`config.mk`:
```
export PLATFORM = sky130hd
export DESIGN_NAME = nfc_frame_encoder
export DESIGN_NICKNAME = d
export VERILOG_FILES = /design/src/rtl/nfc_enc_pkg.sv /design/src/rtl/nfc_enc_ctrl.sv /design/src/rtl/nfc_enc_dpath.sv /design/src/rtl/nfc_frame_encoder.sv
export SDC_FILE = /design/constraint.sdc
export NUM_CORES = 1
export LEC_CHECK = 0
export CAP_MARGIN = 20
export CELL_PAD_IN_SITES_DETAIL_PLACEMENT = 2
export CELL_PAD_IN_SITES_GLOBAL_PLACEMENT = 2
export CORE_AREA = 2 2 65 67
export CTS_BUF_LIST = sky130_fd_sc_hd__clkbuf_2 sky130_fd_sc_hd__clkbuf_4 sky130_fd_sc_hd__clkbuf_8
export DETAILED_ROUTE_END_ITERATION = 10
export DIE_AREA = 0 0 67 69
export HOLD_SLACK_MARGIN = 0.03
export PLACE_DENSITY = 0.74
export SLEW_MARGIN = 20
export SYNTH_ARGS = -nofsm -noshare
export SYNTH_HDL_FRONTEND = slang
export SYNTH_SLANG_ARGS = --single-unit
```
`constraint.sdc`:
```
create_clock -name clk -period 2.5 [get_ports clk]
set_clock_uncertainty 0.05 [all_clocks]
set_input_delay 0.5 -clock clk [delete_from_list [all_inputs] [get_ports clk]]
set_output_delay 0.5 -clock clk [all_outputs]
set_load 0.02 [all_outputs]
```
`src/rtl/nfc_enc_pkg.sv`:
```
package nfc_enc_pkg;
  typedef enum logic [1:0] {PH_IDLE, PH_SOF, PH_CODE, PH_EOF} phase_t;

  typedef struct packed {
    logic [1:0] rateSel;
    logic       initiator;
    logic       active;
  } cfg_t;

  // strobes from control to datapath
  typedef struct packed {
    logic startFrame;
    logic advance;
    logic takeBit;
    logic fromSof;
  } strobe_t;
endpackage

```
`src/rtl/nfc_enc_ctrl.sv`:
```
module nfc_enc_ctrl
  import nfc_enc_pkg::*;
#(
  parameter int BIT_LEN_BASE = 128,
  localparam int CW = $clog2(BIT_LEN_BASE)
) (
  input  logic          clk,
  input  logic          rstN,
  input  logic          frameStart,
  input  logic          frameStop,
  input  cfg_t          cfgIn,
  output phase_t        phase,
  output logic [CW-1:0] cnt,
  output logic          eofTail,
  output cfg_t          cfg,
  output logic          useMiller,
  output strobe_t       strobe,
  output logic          bitAck
);
  logic [CW-1:0] lastCnt;
  logic          bitLast;
  cfg_t          cfgLatch;

  assign lastCnt   = CW'((BIT_LEN_BASE >> cfg.rateSel) - 1);
  assign bitLast   = (cnt == lastCnt);
  assign useMiller = (cfg.rateSel == 2'b00) && (cfg.active || cfg.initiator);

  always_comb begin
    cfgLatch = cfgIn;
    if (cfgIn.rateSel == 2'b11) cfgLatch.rateSel = 2'b10;
  end

  always_comb begin
    strobe.startFrame = (phase == PH_IDLE) && frameStart;
    strobe.fromSof    = (phase == PH_SOF);
    strobe.advance    = bitLast && ((phase == PH_SOF) || (phase == PH_CODE));
    strobe.takeBit    = strobe.advance && !frameStop;
  end

  assign bitAck = strobe.takeBit;

  always_ff @(posedge clk or negedge rstN) begin
    if (!rstN) begin
      phase   <= PH_IDLE;
      cnt     <= '0;
      eofTail <= 1'b0;
      cfg     <= '0;
    end else begin
      unique case (phase)
        PH_IDLE: begin
          cnt     <= '0;
          eofTail <= 1'b0;
          if (frameStart) begin
            cfg   <= cfgLatch;
            phase <= PH_SOF;
          end
        end
        PH_SOF, PH_CODE: begin
          cnt <= bitLast ? '0 : cnt + 1'b1;
          if (bitLast) phase <= frameStop ? PH_EOF : PH_CODE;
        end
        PH_EOF: begin
          cnt <= bitLast ? '0 : cnt + 1'b1;
          if (bitLast) begin
            if (useMiller && !eofTail) eofTail <= 1'b1;
            else                       phase   <= PH_IDLE;
          end
        end
        default: phase <= PH_IDLE;
      endcase
    end
  end
endmodule

```
`src/rtl/nfc_enc_dpath.sv`:
```
module nfc_enc_dpath
  import nfc_enc_pkg::*;
#(
  parameter int BIT_LEN_BASE = 128,
  parameter int SUB_DIV_BASE = 16,
  localparam int CW = $clog2(BIT_LEN_BASE)
) (
  input  logic          clk,
  input  logic          rstN,
  input  logic          dataIn,
  input  strobe_t       strobe,
  input  phase_t        phase,
  input  logic [CW-1:0] cnt,
  input  logic          eofTail,
  input  cfg_t          cfg,
  input  logic          useMiller,
  output logic          codedOut
);
  logic curBit, prevBit;
  logic passiveTgt, modHalf, subPhase, millerOut;
  int   c, bitLen, halfLen, qtrLen, subHalf;

  always_ff @(posedge clk or negedge rstN) begin
    if (!rstN) begin
      curBit  <= 1'b0;
      prevBit <= 1'b0;
    end else if (strobe.startFrame) begin
      curBit  <= 1'b0;
      prevBit <= 1'b0;
    end else if (strobe.advance) begin
      prevBit <= strobe.fromSof ? 1'b0 : curBit;
      if (strobe.takeBit) curBit <= dataIn;
    end
  end

  assign passiveTgt = !cfg.active && !cfg.initiator;

  always_comb begin
    c        = int'(cnt);
    bitLen   = BIT_LEN_BASE >> cfg.rateSel;
    halfLen  = bitLen / 2;
    qtrLen   = bitLen / 4;
    subHalf  = (SUB_DIV_BASE / 2) >> cfg.rateSel;
    subPhase = ((c & subHalf) == 0);

    unique case (phase)
      PH_SOF:  millerOut = (c >= qtrLen);
      PH_CODE: millerOut = curBit ? !((c >= halfLen) && (c < halfLen + qtrLen))
                                  : (prevBit || (c >= qtrLen));
      PH_EOF:  millerOut = eofTail || prevBit || (c >= qtrLen);
      default: millerOut = 1'b1;
    endcase

    unique case (phase)
      PH_SOF:  modHalf = (c < halfLen);
      PH_CODE: modHalf = curBit ? (c < halfLen) : (c >= halfLen);
      default: modHalf = 1'b0;
    endcase

    if (phase == PH_IDLE)  codedOut = 1'b1;
    else if (useMiller)    codedOut = millerOut;
    else if (!modHalf)     codedOut = 1'b1;
    else                   codedOut = passiveTgt ? subPhase : 1'b0;
  end
endmodule

```
`src/rtl/nfc_frame_encoder.sv`:
```
module nfc_frame_encoder
  import nfc_enc_pkg::*;
#(
  parameter int BIT_LEN_BASE = 128,
  parameter int SUB_DIV_BASE = 16,
  localparam int CW = $clog2(BIT_LEN_BASE)
) (
  input  logic       clk,
  input  logic       rstN,
  input  logic       activeMode,
  input  logic [1:0] rateSel,
  input  logic       initiatorRole,
  input  logic       frameStart,
  input  logic       frameStop,
  input  logic       dataIn,
  output logic       bitAck,
  output logic       codedOut
);
  cfg_t          cfgIn, cfg;
  phase_t        phase;
  logic [CW-1:0] cnt;
  logic          eofTail, useMiller;
  strobe_t       strobe;

  assign cfgIn = '{rateSel: rateSel, initiator: initiatorRole, active: activeMode};

  nfc_enc_ctrl #(.BIT_LEN_BASE(BIT_LEN_BASE)) uCtrl (
    .clk(clk), .rstN(rstN), .frameStart(frameStart), .frameStop(frameStop),
    .cfgIn(cfgIn), .phase(phase), .cnt(cnt), .eofTail(eofTail), .cfg(cfg),
    .useMiller(useMiller), .strobe(strobe), .bitAck(bitAck)
  );

  nfc_enc_dpath #(.BIT_LEN_BASE(BIT_LEN_BASE), .SUB_DIV_BASE(SUB_DIV_BASE)) uDpath (
    .clk(clk), .rstN(rstN), .dataIn(dataIn), .strobe(strobe), .phase(phase),
    .cnt(cnt), .eofTail(eofTail), .cfg(cfg), .useMiller(useMiller),
    .codedOut(codedOut)
  );
endmodule

```
==> results of run 1 <==
-- power by group through the flow --
stage	clock [mW]	combinational (mW)	sequential, mW
2_1_floorplan	0	0.00267	0.265
3_3_place_gp	0	0.0225	0.265
3_5_place_dp	0	0.0239	0.265
4_1_cts	0.210	0.0239	0.260
5_1_grt	0.220	0.0257	0.261
6_report	0.205	0.0228	0.261
-- kinds of logic (layout without fill, tap and decap cells) --
| group | count (synthesis) | in the layout | share of synthesized area [%] |
|---|---|---|---|
| flops | 16 | 16 | 30.9 |
| simple gates | 29 | 29 | 12.6 |
| compound gates | 30 | 30 | 16.1 |
| mux | 6 | 6 | 4.92 |
| xor+xnor | 9 | 9 | 6.08 |
| buf+inv | 18 | 57 | 5.21 |
| fa+ha+maj | 25 | 25 | 24.1 |
-- critical path, delay by kind of cell (launching register included) --
family | cells | cell delay (ns)
xor gates and xnor gates | 1 | 0.21
AOI/OAI and AO/OA | 6 | 1.03
DFF | 1 | 0.45
buffers and inverters | 3 | 0.35
adders and majority gates | 2 | 0.44
-- layout by cell type (no fill, tap or decap), types with 4 or more instances in the layout --
| master | count |
|---|---|
| dfrtp_1 | 14 |
| ha_1 | 19 |
| nand2_1 | 4 |
| nor2_1 | 11 |
| xor2_1 | 4 |
| buf_4 | 25 |
| inv_1 | 16 |
| ha_4 | 4 |
| a21oi_1 | 7 |
| o21ai_0 | 5 |
| clkdlybuf4s50_1 | 8 |
| xnor2_1 | 4 |
-- sequential cells by signal, summed over array words and instances, names as in the netlist --
register and flops:
uCtrl.cfg 4, uDpath.prevBit 1, uCtrl.eofTail 1, uDpath.curBit 1
uCtrl.cnt 7, uCtrl.phase 2
-- layout make-up --
type / instances / share of cell area [%]
Multi-Input combinational cell: 99 / 50.9
Sequential cell: 16 / 22.5
Timing Repair Buffer: 36 / 16.8
Inverter: 18 / 4.04
Tap cell: 50 / 3.49
Clock buffer: 3 / 2.30
-- metrics by stage --
stage          power (mW)  std cells  hold WS (ns)
2_1_floorplan       0.268        133         0.154
3_3_place_gp        0.288        215         0.455
3_5_place_dp        0.289        215         0.458
4_1_cts             0.494        220         0.467
5_1_grt             0.506        222         0.479
6_report            0.488        222         0.459
-- metal layers --
metal / vias to the layer above / global-route usage (%)
met5: - / 0
met4: 0 / 4.99
li1: 551 / -
met2: 14 / 34.7
met3: 5 / 1.96
met1: 606 / 25.9
-- timing repair --
action | CTS | global route
buffers inserted | 2 | 3
hold buffers | 0 | 0
hold endpoints to repair | 0 | 0
endpoints found under the setup margin | 2 | 2
pin swaps | 8 | 7
resized for setup | 21 | 3
-- how the worst max path moves through the flow --
| stage | start | to | slack [ns] | cells after the start |
|---|---|---|---|---|
| finish | uCtrl.cfg[3]$_DFFE_PN0P_ | codedOut | -0.79 | 12 |
| global route | uCtrl.cfg[2]$_DFFE_PN0P_ | codedOut | -0.87 | 12 |
| detailed placement | uCtrl.cfg[2]$_DFFE_PN0P_ | codedOut | -0.90 | 11 |
| floorplan | uCtrl.cfg[3]$_DFFE_PN0P_ | codedOut | -0.11 | 10 |
| global placement | uCtrl.cfg[3]$_DFFE_PN0P_ | codedOut | -0.72 | 11 |
| CTS | uCtrl.cfg[2]$_DFFE_PN0P_ | codedOut | -0.72 | 11 |
==> metrics.md, run 1 <==
| Metric | Value |
|---|---|
| Run status | `finished with violations` |
| Violated checks | `setup timing` |
| DR WL/cell | `19.3 um` |
| Cts bufs inserted | `3` |
| Routability Congestion | `0.851` |
| DRT Pass-1 Iters | `4` |
| Initial antenna violation count | `0` |
| Async set-reset flop share out of synthesis | `100%` |
| Final Util | `45.8%` |
| Cell row count | `23` |
| N_diodes | `0` |
| Worst setup EP type | `output port` |
| Clock Latency Late Sink | `0.26 ns` |
| DR top layer | `met4` |
| Die ar. | `0.00462 mm^2` |
| Hold Path Class | `flip-flop to flip-flop` |
| Starting Density | `33.1%` |
| Cell Area, Synth | `0.00130 mm^2` |
| CP max FO | `4` |
| Top post-synthesis cells by area | `dfrtp_1, ha_1, inv_1` |
| Int Pwr | `0.380 mW` |
| CTS tree | `done` |
| Relative slew slack | `48.8%` |
| Syn Nets | `167` |
| Setup Viol. Count Final | `2` |
| Multi-input logic area | `913 um^2` |
| Worst slack at placement | `-0.900 ns` |
| Buffers on Ports | `10` |
| H-tree Lvls | `1` |
| WS Path Type | `flip-flop to output port` |
| RR Endpoint | `uDpath.curBit$_DFFE_PN0P_` |
| Die Y-Extent | `69 um` |
| Largest net degree at the start of global routing | `17` |
| Yosys warning count | `0` |
| Logic pwr share | `4.7%` |
| Main synth FF type | `dfrtp_1` |
| Least-Margin Pin Slew | `0.765 ns` |
| Fill cell count | `436` |
| Final period util | `132%` |
| Post-Synthesis Cells | `133` |
| Total gr overflow | `0` |
| I/O Pins | `11` |
| Syn avg cell area | `9.75 um^2` |
| WL final | `4290 um` |
| Wire length on met2 | `2350 um` |
| Hold Startpoint | `uCtrl.cnt[0]$_DFF_PN0_` |
| Reg2Reg Setup Slack | `0.25 ns` |
| Critical-path cell list | `inv_4 -> ha_2 -> buf_4 -> a22oi_2 -> xor2_1 -> ha_1 -> o21ai_1 -> a21oi_1 -> o221ai_1 -> a31oi_1 -> o22a_2 -> buf_6` |
| Slowest stage delay, CP | `0.45 ns` |
| Cell type with the largest total area after synthesis | `dfrtp_1` |
| P per Cell Area | `272 mW/mm^2` |
| Routed vias/inst | `5.30` |
| Hold EP | `uCtrl.cnt[0]$_DFF_PN0_` |
| Worst setup SP type | `flip-flop` |
| Sw Share | `22.3%` |
| Highest clock rate | `304 MHz` |
| Detailed Place HPWL | `3220 um` |
| Share of the synthesized area in the top cell type | `30.9%` |
| Clk buf depth | `2` |
| DRT iter0 DRCs | `34` |
| Seq pwr share | `53.4%` |
| Slowest cell on the critical path | `dfrtp_2` |
| Share of layout cells above drive strength 1 | `31.4%` |
| WL met1 | `1790 um` |
| Post-synth EDFFs | `0` |
| Clock transition at path regs | `0.06 ns` |
| Peak supply drop | `288 uV` |
| Die Wd | `67 um` |
| Setup TNS | `-0.824 ns` |
| Met3 WL | `82 um` |
| Synth unique cells | `33` |
| Final WS setup | `-0.788 ns` |
| Most common cell in the synthesized netlist | `ha_1` |
| Area Growth Syn to Fin | `38.4%` |
| ANT nets after route | `0` |
| Register area share after synthesis | `30.9%` |
| Synthesized flop and latch total | `16` |
| Reg area | `403 um^2` |
| First-pass GRT wire length | `6870 um` |
| Post-route DRC | `0` |
| Fin area | `0.00179 mm^2` |
| Worst Hold Path Cells | `1` |
| Sw power | `0.109 mW` |
| Sink Count | `16` |
| Cells on worst reg2reg path | `11` |
| Max Cap Viol | `0` |
| Worst flop-to-flop path startpoint | `uCtrl.cfg[2]$_DFFE_PN0P_` |
| Fin crit period | `3.29 ns` |
| Endpoints failing hold | `0` |
| Commonest cells in the netlist | `ha_1, inv_1, dfrtp_1, nor2_1, a21oi_1` |
| Pins Over Slew Limit | `0` |
| Crit path required time | `1.95 ns` |
| Number of global-route vias before repair | `1315` |
| Leak | `0.811 nW` |
| Dpl cell area | `0.00165 mm^2` |
| Global Route Usage Sum | `19.9%` |
| Clock power frac | `41.9%` |
| Nets | `208` |
| Clock root buffer | `clkbuf_8` |
| RSZ-0062 raised after global routing | `true` |
| CP arrival | `2.74 ns` |
| Routed via count | `1176` |
| Placeable Area | `0.00391 mm^2` |
Power figures use the tool's default switching activity.
==> run 2: changes to the inputs <==
--- a/config.mk
+++ b/config.mk
@@ -12,7 +12,6 @@
 export CTS_BUF_LIST = sky130_fd_sc_hd__clkbuf_2 sky130_fd_sc_hd__clkbuf_4 sky130_fd_sc_hd__clkbuf_8
 export DETAILED_ROUTE_END_ITERATION = 10
 export DIE_AREA = 0 0 67 69
-export HOLD_SLACK_MARGIN = 0.03
 export PLACE_DENSITY = 0.74
 export SLEW_MARGIN = 20
 export SYNTH_ARGS = -nofsm -noshare
==> results of run 2 <==
The final DEF is identical to that of run 1; final timing and power are the same.
